[config.mk]
export PLATFORM = sky130hd
export DESIGN_NAME = dslot_pc_seq
export DESIGN_NICKNAME = d
export VERILOG_FILES = /design/src/rtl/pcseq_pkg.sv /design/src/rtl/pcseq_slot_track.sv /design/src/rtl/pcseq_fetch.sv /design/src/rtl/pcseq_link.sv /design/src/rtl/dslot_pc_seq.sv
export SDC_FILE = /design/constraint.sdc
export NUM_CORES = 1
export LEC_CHECK = 0
export ABC_AREA = 1
export BUFFER_PORTS_ARGS = -buffer_cell sky130_fd_sc_hd__buf_2
export CAP_MARGIN = 20
export CELL_PAD_IN_SITES_DETAIL_PLACEMENT = 0
export CELL_PAD_IN_SITES_GLOBAL_PLACEMENT = 2
export CORE_MARGIN = 2
export CORE_UTILIZATION = 33
export CTS_BUF_LIST = sky130_fd_sc_hd__clkbuf_2
export CTS_CLUSTER_DIAMETER = 120
export DETAILED_ROUTE_END_ITERATION = 7
export PLACE_DENSITY = 0.95
export SYNTH_ARGS = -nofsm -noshare
export SYNTH_HDL_FRONTEND = slang
export SYNTH_SLANG_ARGS = --single-unit
[constraint.sdc]
create_clock -name clk -period 3.7 [get_ports clk]
set_clock_uncertainty 0.05 [all_clocks]
set_input_delay 0.37 -clock clk [delete_from_list [all_inputs] [get_ports clk]]
set_output_delay 0.37 -clock clk [all_outputs]
set_load 0.005 [all_outputs]
[src/rtl/pcseq_pkg.sv]
package pcseq_pkg;
  localparam int ADDR_W = 32;
  localparam int INSN_BYTES = 4;
  localparam int REG_IDX_W = 5;

  typedef logic [ADDR_W-1:0] addr_t;

  typedef struct packed {
    logic  valid;
    logic  taken;
    logic  by_reg;
    logic  link;
    addr_t pc;
    addr_t target;
  } br_req_t;

  function automatic addr_t word_align(input addr_t a);
    return {a[ADDR_W-1:2], 2'b00};
  endfunction

  function automatic addr_t next_insn(input addr_t a);
    return a + addr_t'(INSN_BYTES);
  endfunction
endpackage

[src/rtl/pcseq_slot_track.sv]
module pcseq_slot_track
  import pcseq_pkg::*;
#(
  parameter int DS_DEPTH = 4
) (
  input  logic  clk,
  input  logic  rst_n,
  input  logic  push,
  input  addr_t push_pc,
  input  logic  flush,
  input  logic  exc_req,
  input  addr_t exc_pc,
  output addr_t epc,
  output logic  in_slot
);
  logic [DS_DEPTH-1:0] ent_v;
  addr_t               ent_pc [DS_DEPTH];
  logic [DS_DEPTH-1:0] match;
  logic                hit;
  addr_t               hit_pc;

  for (genvar g = 0; g < DS_DEPTH; g++) begin : g_ent
    always_ff @(posedge clk or negedge rst_n) begin
      if (!rst_n) begin
        ent_v[g]  <= 1'b0;
        ent_pc[g] <= '0;
      end else if (flush) begin
        ent_v[g]  <= 1'b0;
      end else if (push) begin
        if (g == 0) begin
          ent_v[g]  <= 1'b1;
          ent_pc[g] <= push_pc;
        end else begin
          ent_v[g]  <= ent_v[g-1];
          ent_pc[g] <= ent_pc[g-1];
        end
      end
    end
    assign match[g] = ent_v[g] && (next_insn(ent_pc[g]) == exc_pc);
  end

  always_comb begin
    hit    = 1'b0;
    hit_pc = '0;
    for (int i = DS_DEPTH - 1; i >= 0; i--) begin
      if (match[i]) begin
        hit    = 1'b1;
        hit_pc = ent_pc[i];
      end
    end
  end

  always_ff @(posedge clk or negedge rst_n) begin
    if (!rst_n) begin
      epc     <= '0;
      in_slot <= 1'b0;
    end else if (exc_req) begin
      epc     <= hit ? hit_pc : exc_pc;
      in_slot <= hit;
    end
  end

  assert_slot_backup_R9: assert property (@(posedge clk) disable iff (!rst_n)
    (exc_req && hit) |=> (in_slot && next_insn(epc) == $past(exc_pc)));

  assert_plain_epc_R8: assert property (@(posedge clk) disable iff (!rst_n)
    (exc_req && !hit) |=> (!in_slot && epc == $past(exc_pc)));

  assert_epc_hold_R12: assert property (@(posedge clk) disable iff (!rst_n)
    !exc_req |=> ($stable(epc) && $stable(in_slot)));
endmodule

[src/rtl/pcseq_fetch.sv]
module pcseq_fetch
  import pcseq_pkg::*;
#(
  parameter addr_t RESET_VEC = 32'h0000_1000,
  parameter addr_t EXC_VEC   = 32'h0000_0080
) (
  input  logic    clk,
  input  logic    rst_n,
  input  logic    ready,
  input  br_req_t br,
  input  logic    exc_req,
  input  logic    eret,
  input  addr_t   epc,
  output addr_t   pc,
  output logic    valid,
  output logic    addr_err
);
  logic  pend_v;
  addr_t pend_tgt;
  logic  hs;
  logic  take;
  addr_t tgt;
  addr_t seq_next;

  assign hs       = valid && ready;
  assign take     = br.valid && br.taken;
  assign tgt      = br.by_reg ? br.target : word_align(br.target);
  assign seq_next = pend_v ? pend_tgt : next_insn(pc);

  always_ff @(posedge clk or negedge rst_n) begin
    if (!rst_n) begin
      pc       <= RESET_VEC;
      valid    <= 1'b0;
      pend_v   <= 1'b0;
      pend_tgt <= '0;
    end else begin
      valid <= 1'b1;
      if (exc_req) begin
        pc     <= EXC_VEC;
        pend_v <= 1'b0;
      end else if (eret) begin
        pc     <= epc;
        pend_v <= 1'b0;
      end else if (hs) begin
        pc     <= take ? tgt : seq_next;
        pend_v <= 1'b0;
      end else if (take) begin
        pend_v   <= 1'b1;
        pend_tgt <= tgt;
      end
    end
  end

  assign addr_err = valid && (pc[1:0] != 2'b00);

  assert_exc_vector_R7: assert property (@(posedge clk) disable iff (!rst_n)
    exc_req |=> (pc == EXC_VEC));

  assert_eret_restart_R10: assert property (@(posedge clk) disable iff (!rst_n)
    (eret && !exc_req) |=> (pc == $past(epc)));

  assert_backpressure_hold_R2: assert property (@(posedge clk) disable iff (!rst_n)
    (valid && !ready && !exc_req && !eret) |=> $stable(pc));

  assert_seq_step_R2: assert property (@(posedge clk) disable iff (!rst_n)
    (hs && !exc_req && !eret && !take && !pend_v) |=> (pc == $past(pc) + 32'd4));
endmodule

[src/rtl/pcseq_link.sv]
module pcseq_link
  import pcseq_pkg::*;
(
  input  logic    clk,
  input  logic    rst_n,
  input  br_req_t br,
  input  logic    suppress,
  output logic    we,
  output addr_t   data
);
  always_ff @(posedge clk or negedge rst_n) begin
    if (!rst_n) begin
      we   <= 1'b0;
      data <= '0;
    end else begin
      we <= br.valid && br.link && !suppress;
      if (br.valid && br.link && !suppress) data <= next_insn(next_insn(br.pc));
    end
  end

  assert_link_value_R11: assert property (@(posedge clk) disable iff (!rst_n)
    (br.valid && br.link && !suppress) |=> (we && data == $past(br.pc) + 32'd8));

  assert_link_quiet_R11: assert property (@(posedge clk) disable iff (!rst_n)
    (!br.valid || suppress) |=> !we);
endmodule

[src/rtl/dslot_pc_seq.sv]
module dslot_pc_seq
  import pcseq_pkg::*;
#(
  parameter int          DS_DEPTH  = 4,
  parameter logic [31:0] RESET_VEC = 32'h0000_1000,
  parameter logic [31:0] EXC_VEC   = 32'h0000_0080,
  parameter int          LINK_REG  = 31
) (
  input  logic        clk,
  input  logic        rst_n,
  output logic [31:0] fetch_pc,
  output logic        fetch_valid,
  input  logic        fetch_ready,
  input  logic        br_valid,
  input  logic        br_taken,
  input  logic        br_by_reg,
  input  logic        br_link,
  input  logic [31:0] br_pc,
  input  logic [31:0] br_target,
  input  logic        exc_req,
  input  logic [31:0] exc_pc,
  input  logic        eret,
  output logic [31:0] epc,
  output logic        epc_in_slot,
  output logic        fetch_addr_err,
  output logic        link_we,
  output logic [4:0]  link_idx,
  output logic [31:0] link_data
);
  br_req_t br;
  logic    flush;

  assign br    = '{valid: br_valid, taken: br_taken, by_reg: br_by_reg,
                   link: br_link, pc: br_pc, target: br_target};
  assign flush = exc_req || eret;

  pcseq_fetch #(
    .RESET_VEC (RESET_VEC),
    .EXC_VEC   (EXC_VEC)
  ) u_fetch (
    .clk      (clk),
    .rst_n    (rst_n),
    .ready    (fetch_ready),
    .br       (br),
    .exc_req  (exc_req),
    .eret     (eret),
    .epc      (epc),
    .pc       (fetch_pc),
    .valid    (fetch_valid),
    .addr_err (fetch_addr_err)
  );

  pcseq_slot_track #(
    .DS_DEPTH (DS_DEPTH)
  ) u_slots (
    .clk     (clk),
    .rst_n   (rst_n),
    .push    (br_valid),
    .push_pc (br_pc),
    .flush   (flush),
    .exc_req (exc_req),
    .exc_pc  (exc_pc),
    .epc     (epc),
    .in_slot (epc_in_slot)
  );

  pcseq_link u_link (
    .clk      (clk),
    .rst_n    (rst_n),
    .br       (br),
    .suppress (flush),
    .we       (link_we),
    .data     (link_data)
  );

  assign link_idx = REG_IDX_W'(LINK_REG);

  assert_valid_after_reset_R1: assert property (@(posedge clk) disable iff (!rst_n)
    1'b1 |=> fetch_valid);
endmodule

Word-level counts from Yosys, hierarchy flattened
Index checks and enable logic that the tools add are counted.
- input port bits: 105
- register bits: 264
- word-level logic and storage cells: 75
- output and inout bits: 105
- reductions and logical operators: 17
- bitwise gates (word level): 4
- mux-type cells: 27
- $add $sub $neg: 7
- equality and inequality tests: 4
- operators by type and width (cell ; number):
    32-bit two-way mux ; 10
    32-bit by 3-bit adder with 32-bit output, second input constant ; 7
    32-bit == test ; 4
    1-bit two-way mux ; 16
    1-bit logical AND ; 9
    1-bit NOT ; 4
    4-bit AND reduction ; 1
    2-bit nonzero test ; 2
    4-bit nonzero test ; 1
    3-bit nonzero test ; 1
    2-bit two-way mux ; 1
    2-bit AND reduction ; 1
    1-bit zero test ; 1
    1-bit logical OR ; 1

Depth between registers and ports, before layout
Gate-level depths: netlist of run 1.
- depth after elaboration: 8
- mapped depth: 23

Cells and area by module
From an unflattened synthesis of run 1, not the netlist that was laid out.
- cells, all modules: 3455
- area, all modules: 21081.5 sq um
- by module, submodules not included (module ; cells an instance ; times used ; area each (sq um)):
    pcseq_slot_track ; 2547 ; 1 ; 14851.7
    pcseq_fetch ; 609 ; 1 ; 4164.0
    pcseq_link ; 290 ; 1 ; 2013.2
    dslot_pc_seq ; 9 ; 1 ; 52.6

Least setup slack after synthesis of run 1
No wires, ideal clock.
- path type: reg2reg
- from: register u_slots.ent_pc[66] (netlist bit)
- to: register u_slots.epc[21]
- setup slack: 1142 ps
- cell stages (with the launch flop): 23
- period minus slack after synthesis: 2558 ps
- arrival time: 2391 ps
- cells stage by stage: dfrtp_1 > ha_1 > nand2_1 > nor2_4 > nand2_2 > nor2_4 > nand3_2 > nor2_1 > nand2_1 > nand2_1 > inv_2 > nor2_1 > nand3_1 > nor3_4 > buf_4 > buf_6 > nand2_1 > nand2_1 > inv_1 > nand2_1 > nand3_1 > nand2_1 > nand2_1
- cells in the longest elaborated chain, start to end: 6
- ends and longest elaborated chain (item ; RTL line ; RTL):
    start: declaration ; pcseq_slot_track.sv:17 ; addr_t ent_pc [DS_DEPTH];
    start signal: indexed assignment ; pcseq_slot_track.sv:32 ; ent_pc[g] <= push_pc;
    start signal: indexed assignment ; pcseq_slot_track.sv:35 ; ent_pc[g] <= ent_pc[g-1];
    32-bit by 3-bit adder with 32-bit output (*) ; pcseq_pkg.sv:22 ; return a + addr_t'(INSN_BYTES);
    32-bit == test (*) ; pcseq_slot_track.sv:39 ; assign match[g] = ent_v[g] && (next_insn(ent_pc[g]) == exc_pc);
    1-bit logical AND (*) ; pcseq_slot_track.sv:39 ;
    32-bit two-way mux / 1-bit two-way mux (equally long branches) (2 in a row) ; pcseq_slot_track.sv:46 ; if (match[i]) begin
    32-bit two-way mux (*) ; pcseq_slot_track.sv:58 ; epc <= hit ? hit_pc : exc_pc;
    end signal: assignment ; pcseq_slot_track.sv:58 ;
    end: declaration ; pcseq_slot_track.sv:13 ; output addr_t epc,
Mark *: on every way between the ends. The rest lies on a longest branch, timed or not.
A chain may end at the register's enable or synchronous reset.

Worst setup path in the final report of run 1
- from: register u_slots.ent_pc[2] (netlist bit)
- to: register u_slots.epc[28]
- cells in the longest elaborated chain, start to end: 8
- ends and longest elaborated chain (item ; RTL line):
    32-bit by 3-bit adder with 32-bit output (*) ; pcseq_pkg.sv:22
    32-bit == test (*) ; pcseq_slot_track.sv:39
    1-bit logical AND (*) ; pcseq_slot_track.sv:39
    32-bit two-way mux / 1-bit two-way mux (equally long branches) (4 in a row) ; pcseq_slot_track.sv:46
    32-bit two-way mux (*) ; pcseq_slot_track.sv:58
Marks and branches as above.

==> flow_summary.json, run 1 <==
{
  "core_area_sq_mm": 0.0617,
  "io-pin-count": 210,
  "antenna_found_initial": 1,
  "synth-seq-cells": 264,
  "leakage_nw": 12.9,
  "path_common_cell": "nand2_1",
  "start_util": 0.333,
  "cpPeakStageDelay_ps": 450,
  "die_w_um": 254,
  "synth_most_common_cell": "nand2_1",
  "cts_tree": "done",
  "syn_area_sq_mm": 0.0206,
  "seqCellArea_sq_mm": 0.00661,
  "ant_nets": 0,
  "cts_buffer_depth": 3,
  "synth_warnings": 0,
  "initialDrtViolationCount": 2585,
  "synth_ff_type": "dfrtp_1",
  "p_per_area_mw_per_mm2": 373,
  "avgRoutedWirePerCell_um": 19.9,
  "hold_path_class": "input pin to flip-flop",
  "max_freq_mhz": 290,
  "ys_types": 53,
  "tightest_slew_ps": 979,
  "critPathSlowestCell": "dfrtp_1",
  "postCtsSetupBuffers": 0,
  "crit_type": "flip-flop to flip-flop",
  "crit_path_end_kind": "flip-flop",
  "route.detailed.drc": 0,
  "final.fill_count": 6793,
  "whs_ps": 82.6,
  "min_period_ps": 3450,
  "layout-drive-gt1-share": 0.120,
  "multiInputGateArea_sq_mm": 0.0118,
  "ys_async_sr_fraction": 1.00,
  "place_hpwl_um": 71200,
  "setup_tns_ps": 0,
  "viasPerCell": 5.11,
  "yosysTopAreaCell": "dfrtp_1",
  "synth_cells": 3352,
  "cp_max_fo": 29,
  "first_global_vias": 22800,
  "routed_wl_um": 92500,
  "cp.required_ps": 4650,
  "die-height_um": 254,
  "max_cap_violations": 0,
  "grt_pass1_wl_um": 139000,
  "rsz0062_at_grt": "false",
  "cts_root_buf": "clkbuf_2",
  "num_rows": 91,
  "grt_max_degree": 161,
  "yosys.area.top_type_share": 0.320,
  "synth-edff-count": 0,
  "period_share": 0.932,
  "crit_path_cell_trace": "ha_1, nand2_1, nor2_4, nand2_1, nor2_2, nand3_1, nand3_1, nand3_1, nor2_1, nand2_1, nor2_2, buf_8, nand3_1, nand2_1, nand2_1, nand2_1, nand2_1, nand3_1, nand2_1, nand2_1",
  "grt_util_all_layers": 0.287,
  "io_buffers": 204,
  "cp_data_arrival_time_ps": 4400,
  "clk_pin_slew_worst_paths_ps": 120,
  "dr.pass1.iters": 7,
  "gp_congestion": 0.975,
  "synth_commonest_cells": "nand2_1, inv_1, nand3_1, nor2_1, dfrtp_1",
  "setup_viol": 0,
  "ys_seq_area_frac": 0.321,
  "clock_latency_ps": 1140,
  "status": "finished clean",
  "cts_max_level": 3,
  "vdd_ir_drop_max_v": 0.000224,
  "dieArea_sq_mm": 0.0643,
  "overflow": 0,
  "hold_viol_final": 0,
  "critPathLaunchType": "flip-flop",
  "numClockSinks": 264,
  "drv_slew": 0,
  "finalNetCount": 3877,
  "areaGrowthSynthToFinish_pct": 23.3,
  "cts_inserted_buffers": 76,
  "slew_headroom": 0.346,
  "synth_area_leaders": "dfrtp_1, nand2_1, nand3_1",
  "postSynthAreaPerCell_sq_um": 6.14,
  "vias": 23800
}
==> worst max-delay path: cells and delay by family, from the launching register on <==
family | cells | cell delay [ps]
adders and majority gates | 1 | 220
DFF | 1 | 450
and+or+nand+nor | 18 | 2330
buffers and inverters | 1 | 230
==> cell usage in the layout, fill, tap and decap left out, types with 32 or more instances in the layout <==
cell type,Yosys,final
nor2_1,297,290
a21oi_1,32,32
xor2_1,84,84
dfrtp_1,263,263
o21ai_0,218,218
dlygate4sd3_1,0,194
nand3_1,361,361
nand4_1,54,54
buf_2,26,203
nand2_1,1274,1274
clkbuf_2,1,107
inv_1,388,387
buf_4,15,69
xnor2_1,42,42
==> sequential cells by signal (all words and copies together) (netlist names) <==
name              flops
u_fetch.pend_v        1
u_slots.ent_pc      128
u_slots.ent_v         4
u_slots.in_slot       1
u_link.we             1
u_fetch.pend_tgt     32
u_slots.epc          32
u_fetch.valid         1
u_link.data          32
u_fetch.pc           32
==> per-stage QoR <==
| step | instances | worst slack, ps | utilization | power (mW) | cell area, sq um |
|---|---|---|---|---|---|
| after floorplan | 3357 | 1140 | - | 5.67 | 20600 |
| after global placement | 4330 | 203 | 0.368 | 6.95 | 22700 |
| after detailed placement | 4330 | 193 | 0.368 | 6.95 | 22700 |
| after CTS | 4657 | 114 | 0.411 | 9.45 | 25300 |
| after global routing | 4659 | 8.43 | 0.411 | 10.1 | 25400 |
| final | 4659 | 252 | 0.411 | 9.46 | 25400 |
==> repair_timing <==
| action | 4_1_cts | 5_1_grt |
|---|---|---|
| setup endpoints to repair | 0 | 30 |
| hold endpoints to repair | 430 | 0 |
| gates resized for setup | 0 | 8 |
| hold buffers | 195 | 0 |
==> power by group <==
group | internal [mW] | total (mW) | switching, mW
clock network | 0.862 | 2.31 | 1.45
logic | 1.15 | 3.10 | 1.96
registers | 3.36 | 4.05 | 0.685
total | 5.37 | 9.46 | 4.09
==> routing by layer <==
metal  up-vias  wire, um  global-route usage
met2      1051     41000               0.450
met3       235      7330              0.0491
met5         -         0                   0
li1      11400         -                   -
met4         0      4560               0.137
met1     11100     39600               0.384
==> kinds of logic after synthesis <==
| kind of cell | share of synthesized area |
|---|---|
| other | 0.000182 |
| adders and majority gates | 0.00365 |
| and+or+nand+nor | 0.420 |
| buffers and inverters | 0.106 |
| AOI/OAI and AO/OA | 0.0881 |
| xor gates and xnor gates | 0.0603 |
| DFF | 0.321 |
==> cell type report <==
class | count | area share
clock buffers | 107 | 0.0211
flip-flops and latches | 264 | 0.260
repair buffers | 476 | 0.144
multi-input cells | 2541 | 0.466
well taps | 837 | 0.0413
diodes | 2 | 0.000197
clock inverters | 25 | 0.00582
inverters | 407 | 0.0602
==> final timing paths <==
kind,end,startpoint,cells after the start,slack [ps]
setup reg to reg,u_slots.epc[28],u_slots.ent_pc[2],20,250
hold / removal,u_fetch.pc[2],br_target[2],6,80
min in group asynchronous,u_fetch.pc[12],rst_n,3,370
max in group asynchronous,u_slots.ent_pc[42],rst_n,4,2680
setup / recovery,u_slots.epc[28],u_slots.ent_pc[2],20,250
hold reg to reg,u_slots.ent_pc[65],u_slots.ent_pc[97],2,410
Note: power is estimated with default switching activity, not from simulation.
==> run 2: changes to the inputs <==
--- a/config.mk
+++ b/config.mk
@@ -15,7 +15,7 @@
 export CTS_BUF_LIST = sky130_fd_sc_hd__clkbuf_2
 export CTS_CLUSTER_DIAMETER = 120
 export DETAILED_ROUTE_END_ITERATION = 7
-export PLACE_DENSITY = 0.95
+export PLACE_DENSITY_LB_ADDON = 0.1
 export SYNTH_ARGS = -nofsm -noshare
 export SYNTH_HDL_FRONTEND = slang
 export SYNTH_SLANG_ARGS = --single-unit
==> constraint.sdc (replaced) <==
create_clock -name clk -period 3.7 [get_ports clk]
set_clock_uncertainty 0.05 [all_clocks]
set_input_delay 0.185 -clock clk [delete_from_list [all_inputs] [get_ports clk]]
set_output_delay 0.185 -clock clk [all_outputs]
set_load 0.005 [all_outputs]
==> flow_summary.json, run 2 (synthesized netlist as in run 1, its figures left out) <==
{
  "status": "finished clean",
  "cts_inserted_buffers": 82,
  "seqCellArea_sq_mm": 0.00661,
  "cts_buffer_depth": 3,
  "regMostFlops": "u_slots.ent_pc",
  "num_rows": 91,
  "viasPerCell": 5.18,
  "hold_viol_final": 0,
  "ant_nets": 0,
  "setup_viol": 0,
  "cts_max_level": 3,
  "crit_path_end_kind": "flip-flop",
  "place_hpwl_um": 83500,
  "start_util": 0.333,
  "p_per_area_mw_per_mm2": 379,
  "initialDrtViolationCount": 2156,
  "swShare": 0.443,
  "hold_path_class": "input pin to flip-flop",
  "layout_commonest_cell": "nand2_1",
  "drv_slew": 0,
  "die-height_um": 254,
  "grt_max_degree": 91,
  "cp_max_fo": 3,
  "grt_util_all_layers": 0.331,
  "endpoint": "u_link.data[26]",
  "gp_congestion": 0.957,
  "first_global_vias": 23700,
  "power_frac_clock": 0.249,
  "final_util": 0.428,
  "crit_start": "br_pc[12]",
  "period_share": 0.981,
  "max_freq_mhz": 275,
  "critPathLaunchType": "input pin",
  "vias": 24600,
  "areaGrowthSynthToFinish_pct": 28.5,
  "min_period_ps": 3630,
  "numClockSinks": 264,
  "clk_pin_slew_worst_paths_ps": 100,
  "finalNetCount": 3971,
  "cts_root_buf": "clkbuf_2",
  "tightest_slew_ps": 1090,
  "final.fill_count": 6920,
  "routed_wl_um": 108000,
  "dr.pass1.iters": 8,
  "p_seq_frac": 0.412,
  "combPwrFrac": 0.340,
  "final_cell_mix": "nand2_1, inv_1, nand3_1, nor2_1, dlygate4sd3_1",
  "cp_data_arrival_time_ps": 4580,
  "cp.required_ps": 4650,
  "die_w_um": 254,
  "p_switching_mw": 4.44,
  "crit_type": "input pin to flip-flop",
  "largest_register_ffs": 128,
  "core_area_sq_mm": 0.0617,
  "overflow": 0,
  "io_buffers": 204,
  "dpl-instance-area_sq_mm": 0.0228,
  "leakage_nw": 13.3,
  "reg2regPathDepth": 21,
  "multiInputGateArea_sq_mm": 0.0119,
  "clock_latency_ps": 1090,
  "slew_headroom": 0.270,
  "internal_power_mw": 5.59,
  "vdd_ir_drop_max_v": 0.000197,
  "cts_tree": "done",
  "final_area_sq_mm": 0.0264,
  "avgRoutedWirePerCell_um": 22.8,
  "io-pin-count": 210,
  "rr_endpoint": "u_slots.epc[9]",
  "r2r_slack_ps": 170,
  "route.detailed.drc": 0,
  "whs_ps": 104,
  "timing.rr.start": "u_slots.ent_pc[12]",
  "antenna_found_initial": 2,
  "layout-drive-gt1-share": 0.123,
  "grt_pass1_wl_um": 156000,
  "max_cap_violations": 0,
  "dieArea_sq_mm": 0.0643
}
## run 2: cell count changes in the layout (fill, tap and decap cells not counted), sizes merged
| cell | delta |
|---|---|
| buf | +8 |
| bufinv | +1 |
| clkbuf | +2 |
| clkinv | +6 |
| clkinvlp | +1 |
| diode | -1 |
| dlygate4sd3 | +80 |
## run 2: worst min path at each step
stage / start / to / slack, ps / cells after the start
6_report: br_target[23] / u_fetch.pc[23] / 100 / 6
5_1_grt: br_pc[11] / u_link.data[13] / 80 / 6
4_1_cts: br_target[1] / u_fetch.pc[1] / 7 / 6
3_5_place_dp: rst_n / u_slots.ent_pc[20] / 250 / 1
3_3_place_gp: rst_n / u_slots.ent_pc[20] / 240 / 1
2_1_floorplan: rst_n / u_fetch.pc[0] / -160 / 0
## run 2: worst max-delay path, stage by stage
cell and delay [ps]:
dlygate4sd3_1 540, dlygate4sd3_1 560, buf_2 130, dlygate4sd3_1 600, inv_1 100, nor3_1 230, nand4_1 210, nor2_1 210
nand3_1 200, nor3_2 230, xor2_1 170, dlygate4sd3_1 570, nand2_1 50, dlygate4sd3_1 560, nand2_1 60
## run 2: what timing repair did
| action | in CTS | in global routing |
|---|---|---|
| pin swaps | 0 | 1 |
| resized for setup | 1 | 20 |
| endpoints found under the hold margin | 506 | 0 |
| endpoints found under the setup margin | 1 | 33 |
| hold buffers | 275 | 0 |
| setup buffers | 0 | 1 |
## run 2: layer usage
layer / vias to the layer above / GRT usage / wire (um)
li1: 11600 / - / -
met3: 193 / 0.0584 / 8030
met2: 956 / 0.527 / 48900
met5: - / 0 / 0
met4: 0 / 0.101 / 3230
met1: 11800 / 0.457 / 48100
## run 2: power by group through the flow
| stage | Combinational, mW | Sequential [mW] | Clock, mW |
|---|---|---|---|
| after CTS | 3.36 | 4.10 | 2.56 |
| after global placement | 3.04 | 4.15 | 0 |
| after floorplan | 1.87 | 3.80 | 0 |
| after global routing | 3.77 | 4.16 | 2.69 |
| after detailed placement | 3.05 | 4.15 | 0 |
| final | 3.41 | 4.13 | 2.49 |
## run 2: layout make-up
type                            instances  area share
Multi-Input combinational cell       2541       0.449
Sequential cell                       264       0.250
Timing Repair Buffer                  564       0.175
Inverter                              407      0.0580
Tap cell                              837      0.0396
Clock buffer                          109      0.0206
Clock inverter                         33     0.00739
Antenna cell                            1   0.0000947
## run 2: stage by stage
stage	std cells	setup TNS (ps)	power (mW)	setup slack [ps]
finish	4756	0	10.0	69.0
global route	4756	-16.0	10.6	-16.0
CTS	4754	0	10.0	110
detailed placement	4337	0	7.20	5.79
global placement	4337	0	7.19	4.09
floorplan	3357	0	5.67	1140
